==> config.mk <==
export PLATFORM = sky130hd
export DESIGN_NAME = serial_rx_port
export DESIGN_NICKNAME = d
export VERILOG_FILES = /design/src/rtl/serial_rx_pkg.sv /design/src/rtl/serial_rx_sync.sv /design/src/rtl/serial_rx_deframer.sv /design/src/rtl/serial_rx_queue.sv /design/src/rtl/serial_rx_irq_timer.sv /design/src/rtl/serial_rx_port.sv
export SDC_FILE = /design/constraint.sdc
export NUM_CORES = 1
export LEC_CHECK = 0
export ABC_AREA = 1
export BUFFER_PORTS_ARGS = -buffer_cell sky130_fd_sc_hd__buf_2
export CORE_MARGIN = 2
export CORE_UTILIZATION = 60
export CTS_BUF_LIST = sky130_fd_sc_hd__clkbuf_4 sky130_fd_sc_hd__clkbuf_8
export DETAILED_ROUTE_END_ITERATION = 6
export PLACE_DENSITY = 0.78
export SYNTH_ARGS = -nofsm -noshare
export SYNTH_HDL_FRONTEND = slang
export SYNTH_HIERARCHICAL = 1
export SYNTH_SLANG_ARGS = --single-unit
==> constraint.sdc <==
create_clock -name clk -period 3.7 [get_ports clk]
set_clock_uncertainty 0.15 [all_clocks]
set_input_delay 0.555 -clock clk [delete_from_list [all_inputs] [get_ports clk]]
set_output_delay 0.555 -clock clk [all_outputs]
set_load 0.05 [all_outputs]
==> src/rtl/serial_rx_pkg.sv <==
package serial_rx_pkg;
  localparam int BYTE_W      = 8;
  localparam int HOST_W      = 16;
  localparam int PRESENT_POS = 8;
  localparam int FRAMING_POS = 9;
  localparam int OVERRUN_POS = 10;

  typedef enum logic [1:0] {
    LINE_IDLE,
    LINE_START,
    LINE_DATA,
    LINE_STOP
  } line_state_e;
endpackage

==> src/rtl/serial_rx_sync.sv <==
module serial_rx_sync #(
  parameter int STAGES = 2
) (
  input  logic clk,
  input  logic rst_n,
  input  logic din,
  output logic dout
);
  logic [STAGES-1:0] chain_q;

  generate
    if (STAGES == 1) begin : g_single
      always_ff @(posedge clk or negedge rst_n) begin
        if (!rst_n) chain_q <= '1;
        else        chain_q <= din;
      end
    end else begin : g_multi
      always_ff @(posedge clk or negedge rst_n) begin
        if (!rst_n) chain_q <= '1;
        else        chain_q <= {chain_q[STAGES-2:0], din};
      end
    end
  endgenerate

  assign dout = chain_q[STAGES-1];
endmodule

==> src/rtl/serial_rx_deframer.sv <==
module serial_rx_deframer
  import serial_rx_pkg::*;
#(
  parameter int OVS    = 16,
  parameter int DATA_W = BYTE_W
) (
  input  logic              clk,
  input  logic              rst_n,
  input  logic              tick,
  input  logic              rx,
  output logic              byte_valid,
  output logic [DATA_W-1:0] byte_data,
  output logic              frame_err
);
  localparam int CNT_W = $clog2(OVS);
  localparam int IDX_W = (DATA_W > 1) ? $clog2(DATA_W) : 1;
  localparam logic [CNT_W-1:0] MID_CNT  = CNT_W'(OVS/2 - 1);
  localparam logic [CNT_W-1:0] LAST_CNT = CNT_W'(OVS - 1);
  localparam logic [IDX_W-1:0] LAST_IDX = IDX_W'(DATA_W - 1);

  line_state_e       state;
  logic [CNT_W-1:0]  tick_cnt;
  logic [IDX_W-1:0]  bit_idx;
  logic [DATA_W-1:0] shift_q;

  always_ff @(posedge clk or negedge rst_n) begin
    if (!rst_n) begin
      state      <= LINE_IDLE;
      tick_cnt   <= '0;
      bit_idx    <= '0;
      shift_q    <= '0;
      byte_valid <= 1'b0;
      frame_err  <= 1'b0;
    end else begin
      byte_valid <= 1'b0;
      frame_err  <= 1'b0;
      if (tick) begin
        case (state)
          LINE_IDLE: begin
            if (!rx) begin
              state    <= LINE_START;
              tick_cnt <= '0;
            end
          end
          LINE_START: begin
            if (tick_cnt == MID_CNT) begin
              tick_cnt <= '0;
              bit_idx  <= '0;
              state    <= rx ? LINE_IDLE : LINE_DATA;
            end else begin
              tick_cnt <= tick_cnt + 1'b1;
            end
          end
          LINE_DATA: begin
            if (tick_cnt == LAST_CNT) begin
              tick_cnt <= '0;
              shift_q  <= {rx, shift_q[DATA_W-1:1]};
              if (bit_idx == LAST_IDX) state <= LINE_STOP;
              else                     bit_idx <= bit_idx + 1'b1;
            end else begin
              tick_cnt <= tick_cnt + 1'b1;
            end
          end
          default: begin
            if (tick_cnt == LAST_CNT) begin
              tick_cnt <= '0;
              state    <= LINE_IDLE;
              if (rx) byte_valid <= 1'b1;
              else    frame_err  <= 1'b1;
            end else begin
              tick_cnt <= tick_cnt + 1'b1;
            end
          end
        endcase
      end
    end
  end

  assign byte_data = shift_q;


  single_pulse_chk: assert property (@(posedge clk) disable iff (!rst_n)
    byte_valid |=> !byte_valid);


  start_confirm_chk: assert property (@(posedge clk) disable iff (!rst_n)
    (state == LINE_DATA && $past(state) == LINE_IDLE) |-> 1'b0);
endmodule

==> src/rtl/serial_rx_queue.sv <==
module serial_rx_queue #(
  parameter int DEPTH  = 16,
  parameter int DATA_W = 8
) (
  input  logic              clk,
  input  logic              rst_n,
  input  logic              push,
  input  logic [DATA_W-1:0] push_data,
  input  logic              pop,
  output logic [DATA_W-1:0] head_data,
  output logic              empty,
  output logic              full
);
  localparam int PTR_W = $clog2(DEPTH);
  localparam int CNT_W = PTR_W + 1;
  localparam logic [PTR_W-1:0] LAST_PTR = PTR_W'(DEPTH - 1);
  localparam logic [CNT_W-1:0] FULL_CNT = CNT_W'(DEPTH);

  logic [DATA_W-1:0] store [DEPTH];
  logic [PTR_W-1:0]  wr_ptr, rd_ptr;
  logic [CNT_W-1:0]  fill;
  logic              pop_take, push_take;

  assign empty     = (fill == '0);
  assign full      = (fill == FULL_CNT);
  assign pop_take  = pop && !empty;
  assign push_take = push && (!full || pop_take);
  assign head_data = store[rd_ptr];

  always_ff @(posedge clk) begin
    if (push_take) store[wr_ptr] <= push_data;
  end

  always_ff @(posedge clk or negedge rst_n) begin
    if (!rst_n) begin
      wr_ptr <= '0;
      rd_ptr <= '0;
      fill   <= '0;
    end else begin
      if (push_take) wr_ptr <= (wr_ptr == LAST_PTR) ? '0 : wr_ptr + 1'b1;
      if (pop_take)  rd_ptr <= (rd_ptr == LAST_PTR) ? '0 : rd_ptr + 1'b1;
      case ({push_take, pop_take})
        2'b10:   fill <= fill + 1'b1;
        2'b01:   fill <= fill - 1'b1;
        default: fill <= fill;
      endcase
    end
  end


  depth_limit_chk: assert property (@(posedge clk) disable iff (!rst_n)
    fill <= FULL_CNT);


  push_pop_hold_chk: assert property (@(posedge clk) disable iff (!rst_n)
    (push && pop && !empty) |=> $stable(fill) && !empty);


  idle_pop_chk: assert property (@(posedge clk) disable iff (!rst_n)
    (pop && empty && !push) |=> empty && $stable(rd_ptr));


  full_drop_chk: assert property (@(posedge clk) disable iff (!rst_n)
    (push && full && !pop) |=> full && $stable(wr_ptr));
endmodule

==> src/rtl/serial_rx_irq_timer.sv <==
module serial_rx_irq_timer #(
  parameter int LIMIT = 640
) (
  input  logic clk,
  input  logic rst_n,
  input  logic tick,
  input  logic armed,
  output logic irq
);
  localparam int CW = $clog2(LIMIT + 1);
  localparam logic [CW-1:0] LIMIT_V = CW'(LIMIT);

  logic [CW-1:0] wait_cnt;

  always_ff @(posedge clk or negedge rst_n) begin
    if (!rst_n)                           wait_cnt <= '0;
    else if (!armed)                      wait_cnt <= '0;
    else if (tick && wait_cnt != LIMIT_V) wait_cnt <= wait_cnt + 1'b1;
  end

  assign irq = armed && (wait_cnt == LIMIT_V);


  irq_late_chk: assert property (@(posedge clk) disable iff (!rst_n)
    $rose(irq) |-> $past(armed));
endmodule

==> src/rtl/serial_rx_port.sv <==
module serial_rx_port
  import serial_rx_pkg::*;
#(
  parameter int OVS        = 16,
  parameter int DEPTH      = 16,
  parameter int IRQ_FRAMES = 4,
  parameter int FRAME_BITS = 10,
  parameter int SYNC_STAGES = 2
) (
  input  logic              clk,
  input  logic              rst_n,
  input  logic              rx_line,
  input  logic              baud_tick,
  input  logic              rd_strobe,
  output logic [HOST_W-1:0] rd_word,
  output logic              irq_req
);
  localparam int IRQ_TICKS = IRQ_FRAMES * FRAME_BITS * OVS;
  localparam int PAD_W     = HOST_W - OVERRUN_POS - 1;

  logic              rx_s;
  logic              rx_valid, rx_ferr;
  logic [BYTE_W-1:0] rx_byte, head;
  logic              q_empty, q_full, present;
  logic              ferr_q, ovr_q, dropped;

  serial_rx_sync #(.STAGES(SYNC_STAGES)) u_sync (
    .clk(clk), .rst_n(rst_n), .din(rx_line), .dout(rx_s));

  serial_rx_deframer #(.OVS(OVS), .DATA_W(BYTE_W)) u_deframer (
    .clk(clk), .rst_n(rst_n), .tick(baud_tick), .rx(rx_s),
    .byte_valid(rx_valid), .byte_data(rx_byte), .frame_err(rx_ferr));

  serial_rx_queue #(.DEPTH(DEPTH), .DATA_W(BYTE_W)) u_queue (
    .clk(clk), .rst_n(rst_n), .push(rx_valid), .push_data(rx_byte),
    .pop(rd_strobe), .head_data(head), .empty(q_empty), .full(q_full));

  serial_rx_irq_timer #(.LIMIT(IRQ_TICKS)) u_irq (
    .clk(clk), .rst_n(rst_n), .tick(baud_tick), .armed(present), .irq(irq_req));

  assign present = !q_empty;
  assign dropped = rx_valid && q_full && !rd_strobe;

  always_ff @(posedge clk or negedge rst_n) begin
    if (!rst_n) begin
      ferr_q <= 1'b0;
      ovr_q  <= 1'b0;
    end else begin
      if (rx_ferr)        ferr_q <= 1'b1;
      else if (rd_strobe) ferr_q <= 1'b0;
      if (dropped)        ovr_q  <= 1'b1;
      else if (rd_strobe) ovr_q  <= 1'b0;
    end
  end

  assign rd_word = {{PAD_W{1'b0}}, ovr_q, ferr_q, present,
                    present ? head : {BYTE_W{1'b0}}};


  ovr_cause_chk: assert property (@(posedge clk) disable iff (!rst_n)
    $rose(ovr_q) |-> $past(q_full));


  ferr_cause_chk: assert property (@(posedge clk) disable iff (!rst_n)
    $rose(ferr_q) |-> $past(rx_ferr) && $stable(q_empty));


  irq_data_chk: assert property (@(posedge clk) disable iff (!rst_n)
    irq_req |-> rd_word[PRESENT_POS]);
endmodule

# Yosys cells after proc, flatten, opt, wreduce, memory -nomap -nowiden
# Memories as Yosys holds them, arrays and structs flattened.
# Index checks and enable logic that the tools add are counted.
# W data, S select, Z words.
[word_totals] register_bits=46 ramBits=128 input_bits=5 out_inout_bits=17 elab_cells=95 memories=1
[memory_table] memory="u_queue.store" words=16 word_bits=8 read_ports=1 rd_ports_with_merged_regs=0 wr=1 line_no="serial_rx_queue.sv:19" source="logic [DATA_W-1:0] store [DEPTH];"
[classes] add_sub_neg=7 eq_ne=17 n_mux=34 n_reduce_logical=23
[ops] op="$mux W10" n=2
[ops] op="$mux W4" n=5
[ops] op="$mux W1" n=13
[ops] op="$add A4 B1 Y4 const B" n=3
[ops] op="$eq A4 B4 Y1 const B" n=3
[ops] op="$mux W2" n=6
[ops] op="$add A10 B1 Y10 const B" n=1
[ops] op="$eq A10 B10 Y1 const B" n=1
[ops] op="$ne A10 B10 Y1 const B" n=1
[ops] op="$pmux W5 S2" n=1
[ops] op="$reduce_bool A2 Y1" n=5
[ops] op="$mux W3" n=3
[ops] op="$mux W8" n=1
[ops] op="$pmux W4 S2" n=1
[ops] op="$logic_and A1 B1 Y1" n=6
[ops] op="$ne A2 B1 Y1 const B" n=3
[ops] op="$pmux W2 S3" n=1
[ops] op="$pmux W3 S2" n=1
[ops] op="$reduce_and A6 Y1" n=1
[ops] op="$add A5 B1 Y5 const B" n=1
[ops] op="$eq A5 B5 Y1 const B" n=1
[ops] op="$logic_not A5 Y1" n=1
[ops] op="$reduce_and A5 Y1" n=1
[ops] op="$sub A5 B1 Y5 const B" n=1
[ops] op="other kinds (13)" n=18

# Longest topological paths before layout
# Gate-level depths: netlist of the first run.
[depth] ltp_word=7 ltp_mapped=14

# By module
# Netlist of the first run, hierarchy kept.
[by_module_without_submodules] module="serial_rx_queue" n_inst=1 cells_per_inst=475 area_per_inst_um2=5843.1
[by_module_without_submodules] module="serial_rx_deframer" n_inst=1 cells_per_inst=115 area_per_inst_um2=985.9
[by_module_without_submodules] module="serial_rx_irq_timer" n_inst=1 cells_per_inst=94 area_per_inst_um2=665.6
[by_module_without_submodules] module="serial_rx_port" n_inst=1 cells_per_inst=34 area_per_inst_um2=212.7
[by_module_without_submodules] module="serial_rx_sync" n_inst=1 cells_per_inst=2 area_per_inst_um2=52.6

# Worst setup path after synthesis of the first run
# OpenSTA, ideal clock, no wires.
[synth_timing] path_type="reg2out" from="reg u_queue.rd_ptr[0]" to="out rd_word[0]" arrival_ns=1.855 path_slack_ns=1.140 path_stages_with_launch=11 n_path_buf=3 cell_sequence="dfrtp_1 buf_6 inv_2 buf_6 buf_4 nor2_1 o22ai_1 nand2_1 nand3_1 inv_1 nor2_1"
[synth_between] elab_chain_len=2
[synth_rtl] element="start, declared" line_no="serial_rx_queue.sv:20" source="logic [PTR_W-1:0] wr_ptr, rd_ptr;"
[synth_rtl] element="start signal, assigned" line_no="serial_rx_queue.sv:41" source="if (pop_take) rd_ptr <= (rd_ptr == LAST_PTR) ? '0 : rd_ptr + 1'b1;"
[synth_rtl] element="$mem_v2 Z16 W8"
[synth_rtl] element="via head[0]" line_no="serial_rx_port.sv:23" source="logic [BYTE_W-1:0] rx_byte, head;"
[synth_rtl] element="$mux W8" line_no="serial_rx_port.sv:57" source="present ? head : {BYTE_W{1'b0}}};"
[synth_rtl] element="end, declared" line_no="serial_rx_port.sv:15" source="output logic [HOST_W-1:0] rd_word,"
# The timed path passes the listed nets, and every way through them passes these cells.

# Worst setup path in the final report of the first run
[layout_timing] from="reg u_queue.rd_ptr[0]" to="out rd_word[5]"
# Same word-level chain as after synthesis.

==> results.md, run 1 <==
- Outcome: finished clean
- Final net count: 749
- Setup-failing EPs final: 0
- Worst hold path class: input pin to register
- Worst path slowest cell: dfrtp_2
- CTS Hold Bufs: 0
- PostCTS Resize Cnt: 0
- Storage cell area: 4999 µm²
- Iter 0 DRT Violations: 614
- Global route overflow: 0
- PnR Total Power: 5.426 mW
- Max-slew violation count: 0
- Synth cell types: 37
- Main flop type after synthesis: edfxtp_1
- Placed cell count: 883
- Final ANT Viol Nets: 0
- Net Sw Frac: 39.29%
- Full die area: 13860 µm²
- Largest net degree at the start of global routing: 67
- Area delta synth->final: 5.966%
- Antenna violations before repair: 0
- Hold Fails Final Rpt: 0
- Maximum clock insertion buffer count: 2
- Switch Pwr: 2.132 mW
- CTS H-Tree Depth: 4
- Gpl congestion: 0.8389
- Tcrit/Tclk final: 88.39%
- Rel. slew slack: 31.76%
- Post-DR wirelength/cell: 17.77 µm
- Dpl hpwl: 10390 µm
- Cell Rows: 41
- Hold Slack: 45.79 ps
- Commonest non-fill, non-tap cells in the layout: nor2_1, edfxtp_1, nand2_1
- Ant. Diodes: 0
- Commonest non-fill, non-tap cell in the layout: nor2_1
- Worst Setup Path Type: register to primary output
- Clock Sinks: 174
- Synthesized area: 7760 µm²
- Top Family by Delay on Critical Path: buffers and inverters
- Post-CTS setup buffer count: 0
- CP Capture Type: primary output
- Area of the multi-input gates: 2333 µm²
- Cell internal pwr: 3.294 mW
- Maximum capacitance violations: 0
- Die Y: 117.7 µm
- First-pass GRT wire length: 26300 µm
- Clk Latency, worst-skew pair: 450 ps
- CP required: 2990 ps
- Comb pwr share: 35.4%
- Delay of the slowest cell on the worst path: 410 ps
- CP Launch Type: register
- Routed vias: 5264
- Power share of the sequential group: 43.1%
- Buf+Inv Stages, Crit Path: 4
- Worst Path Arrival: 2570 ps
- Post-DR vias/cell: 5.759
- Clock share of power: 21.5%
- PD cells: 659.9 nW/µm²
- # fillers: 995
- Final setup TNS: 0 ps
- Pleak: 3.200 nW
- Number of flops mapped to enable cells by yosys: 128
- R2r setup slk: 1350 ps
- Flops & latches, synth: 174
- Worst vdd ir: 0.4508 mV
- Total GRT Usage: 24.68%
- PortBufs: 16
- IO Count: 22
- Layout cells sized above 1: 11.05%
- Worst-path clk slew: 80 ps
- Ys Warns: 6
- CP Cell Sequence: inv_2 > buf_4 > o21ai_0 > o22ai_1 > nand2_1 > nand3_1 > inv_1 > nor2_1 > buf_2
- Syn Area/Cell: 10.78 µm²
- Vias in the first global route: 5229
- Final WL: 16240 µm
- Post-Layout Cell Count: 914
- CTS buffer count: 17
- Starting Density: 61.49%
- RSZ-0062 raised after global routing: no
- Residual DRC: 0
- Tmin final: 3270 ps
- Cells after Synth: 720
- Post-synthesis sequential area ratio: 64.40%
- TritonRoute pass-1 iters: 6
- CTS root buf: clkbuf_8
- Core ar.: 12620 µm²
- CTS tree: done
- Die W: 117.7 µm
- Crit-path max FO: 25
- FMAX: 305.8 MHz
- Least-Margin Pin Slew: 1024 ps
- Asr flop ratio synth: 26.44%
## metal layers
metal	vias up	track usage, %	wire (µm)
met5	-	0	0
met4	0	10.09	331
met3	26	5.039	971
met2	185	40.30	8208
met1	2572	32.62	6732
li1	2481	-	-
## power groups by stage
| stage | clock [mW] | sequential, mW | combinational [mW] |
|---|---|---|---|
| 6_report | 1.17 | 2.34 | 1.92 |
| 5_1_grt | 1.26 | 2.36 | 2.12 |
| 4_1_cts | 1.19 | 2.34 | 1.91 |
| 3_5_place_dp | 0 | 2.38 | 1.90 |
| 3_3_place_gp | 0 | 2.37 | 1.83 |
| 2_1_floorplan | 0 | 2.32 | 1.54 |
## worst reg2reg max path: stages (launching register included)
cell     delay (ps)
dfrtp_1         430
nor2_1          100
nand3_1         150
o21ai_2          80
inv_2           130
nand2_1         160
nor2_1          770
## worst paths after layout
check	start	end	cells after the start
min in group asynchronous	rst_n	u_irq/wait_cnt[9]	1
min	rx_line	u_sync/chain_q[0]	1
max	u_queue/rd_ptr[0]	rd_word[5]	9
min reg2reg	u_sync/chain_q[0]	u_sync/chain_q[1]	0
max in group asynchronous	rst_n	u_queue/rd_ptr[0]	1
max reg2reg	u_queue/fill[0]	u_queue/store[11][7]	6
## synthesized netlist by cell type, types with 6 or more instances
master	count	area (µm²)
o22ai_1	17	106.4
buf_6	7	78.83
buf_4	12	90.09
xor2_1	8	70.07
o21ai_1	24	120.1
inv_1	46	172.7
ha_1	13	162.7
nand3_1	47	235.2
o21ai_0	56	280.3
nand2_1	98	367.9
clkbuf_1	8	30.03
nand4_1	7	43.79
dfrtp_1	44	1101
edfxtp_1	128	3844
buf_2	6	30.03
nor2_1	129	484.2
nand2_2	7	43.79
inv_2	7	26.28
o211ai_1	16	120.1
## per-stage QoR
| stage | util (%) | worst slack, ps | area (µm²) |
|---|---|---|---|
| floorplan | - | 1140 | 7775 |
| global placement | 62.48 | 982.0 | 7885 |
| detailed placement | 62.48 | 949.8 | 7885 |
| CTS | 65.16 | 432.8 | 8223 |
| global route | 65.16 | 238.6 | 8223 |
| finish | 65.16 | 429.7 | 8223 |
## flip-flops by register name, indices dropped and copies added, names as in the netlist
name,flops
u_deframer/byte_data,8
u_deframer/byte_valid,1
u_irq/wait_cnt,10
u_queue/store,128
u_deframer/state,2
u_deframer/tick_cnt,4
u_queue/fill,5
ovr_q,1
ferr_q,1
u_deframer/bit_idx,3
u_deframer/frame_err,1
u_queue/wr_ptr,4
u_queue/rd_ptr,4
u_sync/chain_q,2
## area by class of cell
type | count | share of cell area (%)
sequential | 174 | 60.79
tap | 172 | 2.617
timing repair buffer | 20 | 1.491
clock inverter | 10 | 0.8977
inverter | 56 | 2.617
clock buffer | 21 | 3.211
multi-input combinational | 461 | 28.38
## cell families (layout without fill, tap and decap cells)
logic type	after synthesis	count (layout)	share of synthesized area, %
AND/OR/NAND/NOR	303	303	16.64
other	1	5	0.04833
buffers and inverters	89	107	5.724
AO/OA/AOI/OAI	129	129	9.707
XOR/XNOR	10	10	1.129
adder cells (fa/ha/maj)	14	14	2.354
flip-flops	174	174	64.40
No activity file was read; power rests on OpenSTA's default activity.
==> inputs of run 2 (changes only) <==
--- a/config.mk
+++ b/config.mk
@@ -6,12 +6,13 @@
 export NUM_CORES = 1
 export LEC_CHECK = 0
 export ABC_AREA = 1
-export BUFFER_PORTS_ARGS = -buffer_cell sky130_fd_sc_hd__buf_2
+export BUFFER_PORTS_ARGS = -buffer_cell sky130_fd_sc_hd__clkbuf_2
+export CORE_ASPECT_RATIO = 0.9
 export CORE_MARGIN = 2
-export CORE_UTILIZATION = 60
+export CORE_UTILIZATION = 40
 export CTS_BUF_LIST = sky130_fd_sc_hd__clkbuf_4 sky130_fd_sc_hd__clkbuf_8
 export DETAILED_ROUTE_END_ITERATION = 6
-export PLACE_DENSITY = 0.78
+export PLACE_DENSITY = 0.56
 export SYNTH_ARGS = -nofsm -noshare
 export SYNTH_HDL_FRONTEND = slang
 export SYNTH_HIERARCHICAL = 1
==> run 2 against run 1 <==
Routed wire length rose by 3.4%. Combinational power decreased by 3%. Sequential power rose by 2%. Clock power is essentially flat. Global-route usage down 7.4 points.
==> results.md, run 2 (same netlist as run 1, synthesis figures left out) <==
- Final core occ: 43.75%
- Place WS: 856.6 ps
- TritonRoute pass-1 iters: 5
- CP Cell Sequence: buf_4 > inv_2 > o21ai_0 > o22ai_1 > nand2_1 > nand3_1 > inv_1 > nor2_1 > clkbuf_2
- Worst Setup Path Type: register to primary output
- Post-CTS setup buffer count: 0
- Commonest non-fill, non-tap cells in the layout: nor2_1, edfxtp_1, nand2_1
- Residual DRC: 0
- Worst Path Arrival: 2650 ps
- Area of the multi-input gates: 2333 µm²
- Final setup TNS: 0 ps
- Final WL: 16790 µm
- Total GRT Usage: 17.32%
- RSZ-0062 raised after global routing: no
- Dpl hpwl: 11110 µm
- CTS root buf: clkbuf_8
- # fillers: 1831
- Fin area: 8356 µm²
- Worst-path clk slew: 100 ps
- Crit-path max FO: 27
- Worst vdd ir: 0.3912 mV
- PD cells: 649.6 nW/µm²
- Final WS setup: 342.7 ps
- Outcome: finished clean
- CTS buffer count: 17
- Die Y: 136.1 µm
- Area delta synth->final: 7.675%
- CP Capture Type: primary output
- Post-DR wirelength/cell: 16.83 µm
- Vias in the first global route: 4876
- Iter 0 DRT Violations: 521
- Storage cell area: 4999 µm²
- Tcrit/Tclk final: 90.74%
- PortBufs: 16
- Tmin final: 3357 ps
- Layout cells sized above 1: 11.90%
- Worst hold path class: input pin to asynchronous set/reset pin
- Clock Sinks: 174
- Top reg by flops: u_queue/store
- Rel. slew slack: 41.79%
- IO Count: 22
- CP Launch Type: register
- Maximum capacitance violations: 0
- Global route overflow: 0
- Core ar.: 19100 µm²
- CP required: 2990 ps
- First-pass GRT wire length: 26480 µm
- Hold Fails Final Rpt: 0
- Final ANT Viol Nets: 0
- Ant. Diodes: 0
- Starting Density: 40.63%
- Area post-placement: 8000 µm²
- CTS H-Tree Depth: 4
- Antenna violations before repair: 0
- CTS tree: done
- Final net count: 754
- FMAX: 297.9 MHz
- Full die area: 20530 µm²
- Maximum clock insertion buffer count: 2
- Setup-failing EPs final: 0
- Die W: 150.8 µm
- Largest net degree at the start of global routing: 37
- Delay of the slowest cell on the worst path: 700 ps
- Pleak: 3.224 nW
- Clk Latency, worst-skew pair: 460 ps
- Least-Margin Pin Slew: 870.0 ps
- Max-slew violation count: 0
- Gpl congestion: 0.8646
- Number of flip-flops under the largest register name: 128
- Cell Rows: 48
- Routed vias: 5142
- Commonest non-fill, non-tap cell in the layout: nor2_1
- Hold Slack: 15.18 ps
- Worst path slowest cell: dfrtp_1
- Post-DR vias/cell: 5.152
==> run 2: cell count changes in the layout (fill, tap and decap cells not counted), moves of 2 or more <==
cell / change
buf_2: -16
clkbuf_2: +16
inv_6: +6
buf_4: +5
clkbuf_4: -4
clkinv_4: +4
clkinv_1: -2
==> run 2: through the flow <==
step           instances  power [mW]
6_report             998       5.428
5_1_grt              998       5.774
4_1_cts              998       5.469
3_5_place_dp         965       4.293
3_3_place_gp         965       4.257
2_1_floorplan        724       3.859
==> run 2: final cells by class <==
cell class | instances | area share (%)
Clock buffer | 17 | 2.800
Clock inverter | 15 | 1.333
Inverter | 56 | 2.576
Multi-Input combinational cell | 461 | 27.93
Sequential cell | 174 | 59.82
Tap cell | 250 | 3.744
Timing Repair Buffer | 25 | 1.797
==> run 2: worst paths after layout <==
check                                   from                       to  slack [ps]  cells past startpoint
max in group asynchronous              rst_n  u_deframer/byte_data[3]        2640                      2
max                        u_queue/rd_ptr[1]               rd_word[3]         340                      9
max reg2reg                  u_queue/fill[0]          u_queue/fill[4]        1370                     13
min                                    rst_n        u_irq/wait_cnt[2]          20                      1
min reg2reg                u_sync/chain_q[0]        u_sync/chain_q[1]         210                      0
min in group clk                   rd_strobe                    ovr_q         160                      2
==> run 2: what timing repair did <==
item	CTS	global route
hold buffers	1	0
hold endpoints to repair	1	0
resized for setup	0	0
==> run 2: worst max-delay path, delay by kind of cell (launching register included) <==
family / cells / cell delay (ps)
compound gates: 2 / 340
buf+inv: 4 / 890
flops: 1 / 700
simple gates: 3 / 280
==> run 2: layer usage <==
metal	GRT usage (%)	wire, µm	up-vias	share of wire (%)
li1	-	-	2493	-
met1	24.89	8108	2522	48
met2	26.34	7806	112	46
met3	4.027	693	15	4.1
met4	5.088	185	0	1.1
met5	0	0	-	0
==> run 2: power by group <==
group          internal [mW]  switching, mW
Combinational          0.576           1.30
Sequential              2.18          0.203
Clock                  0.472          0.700
Total                   3.23           2.20
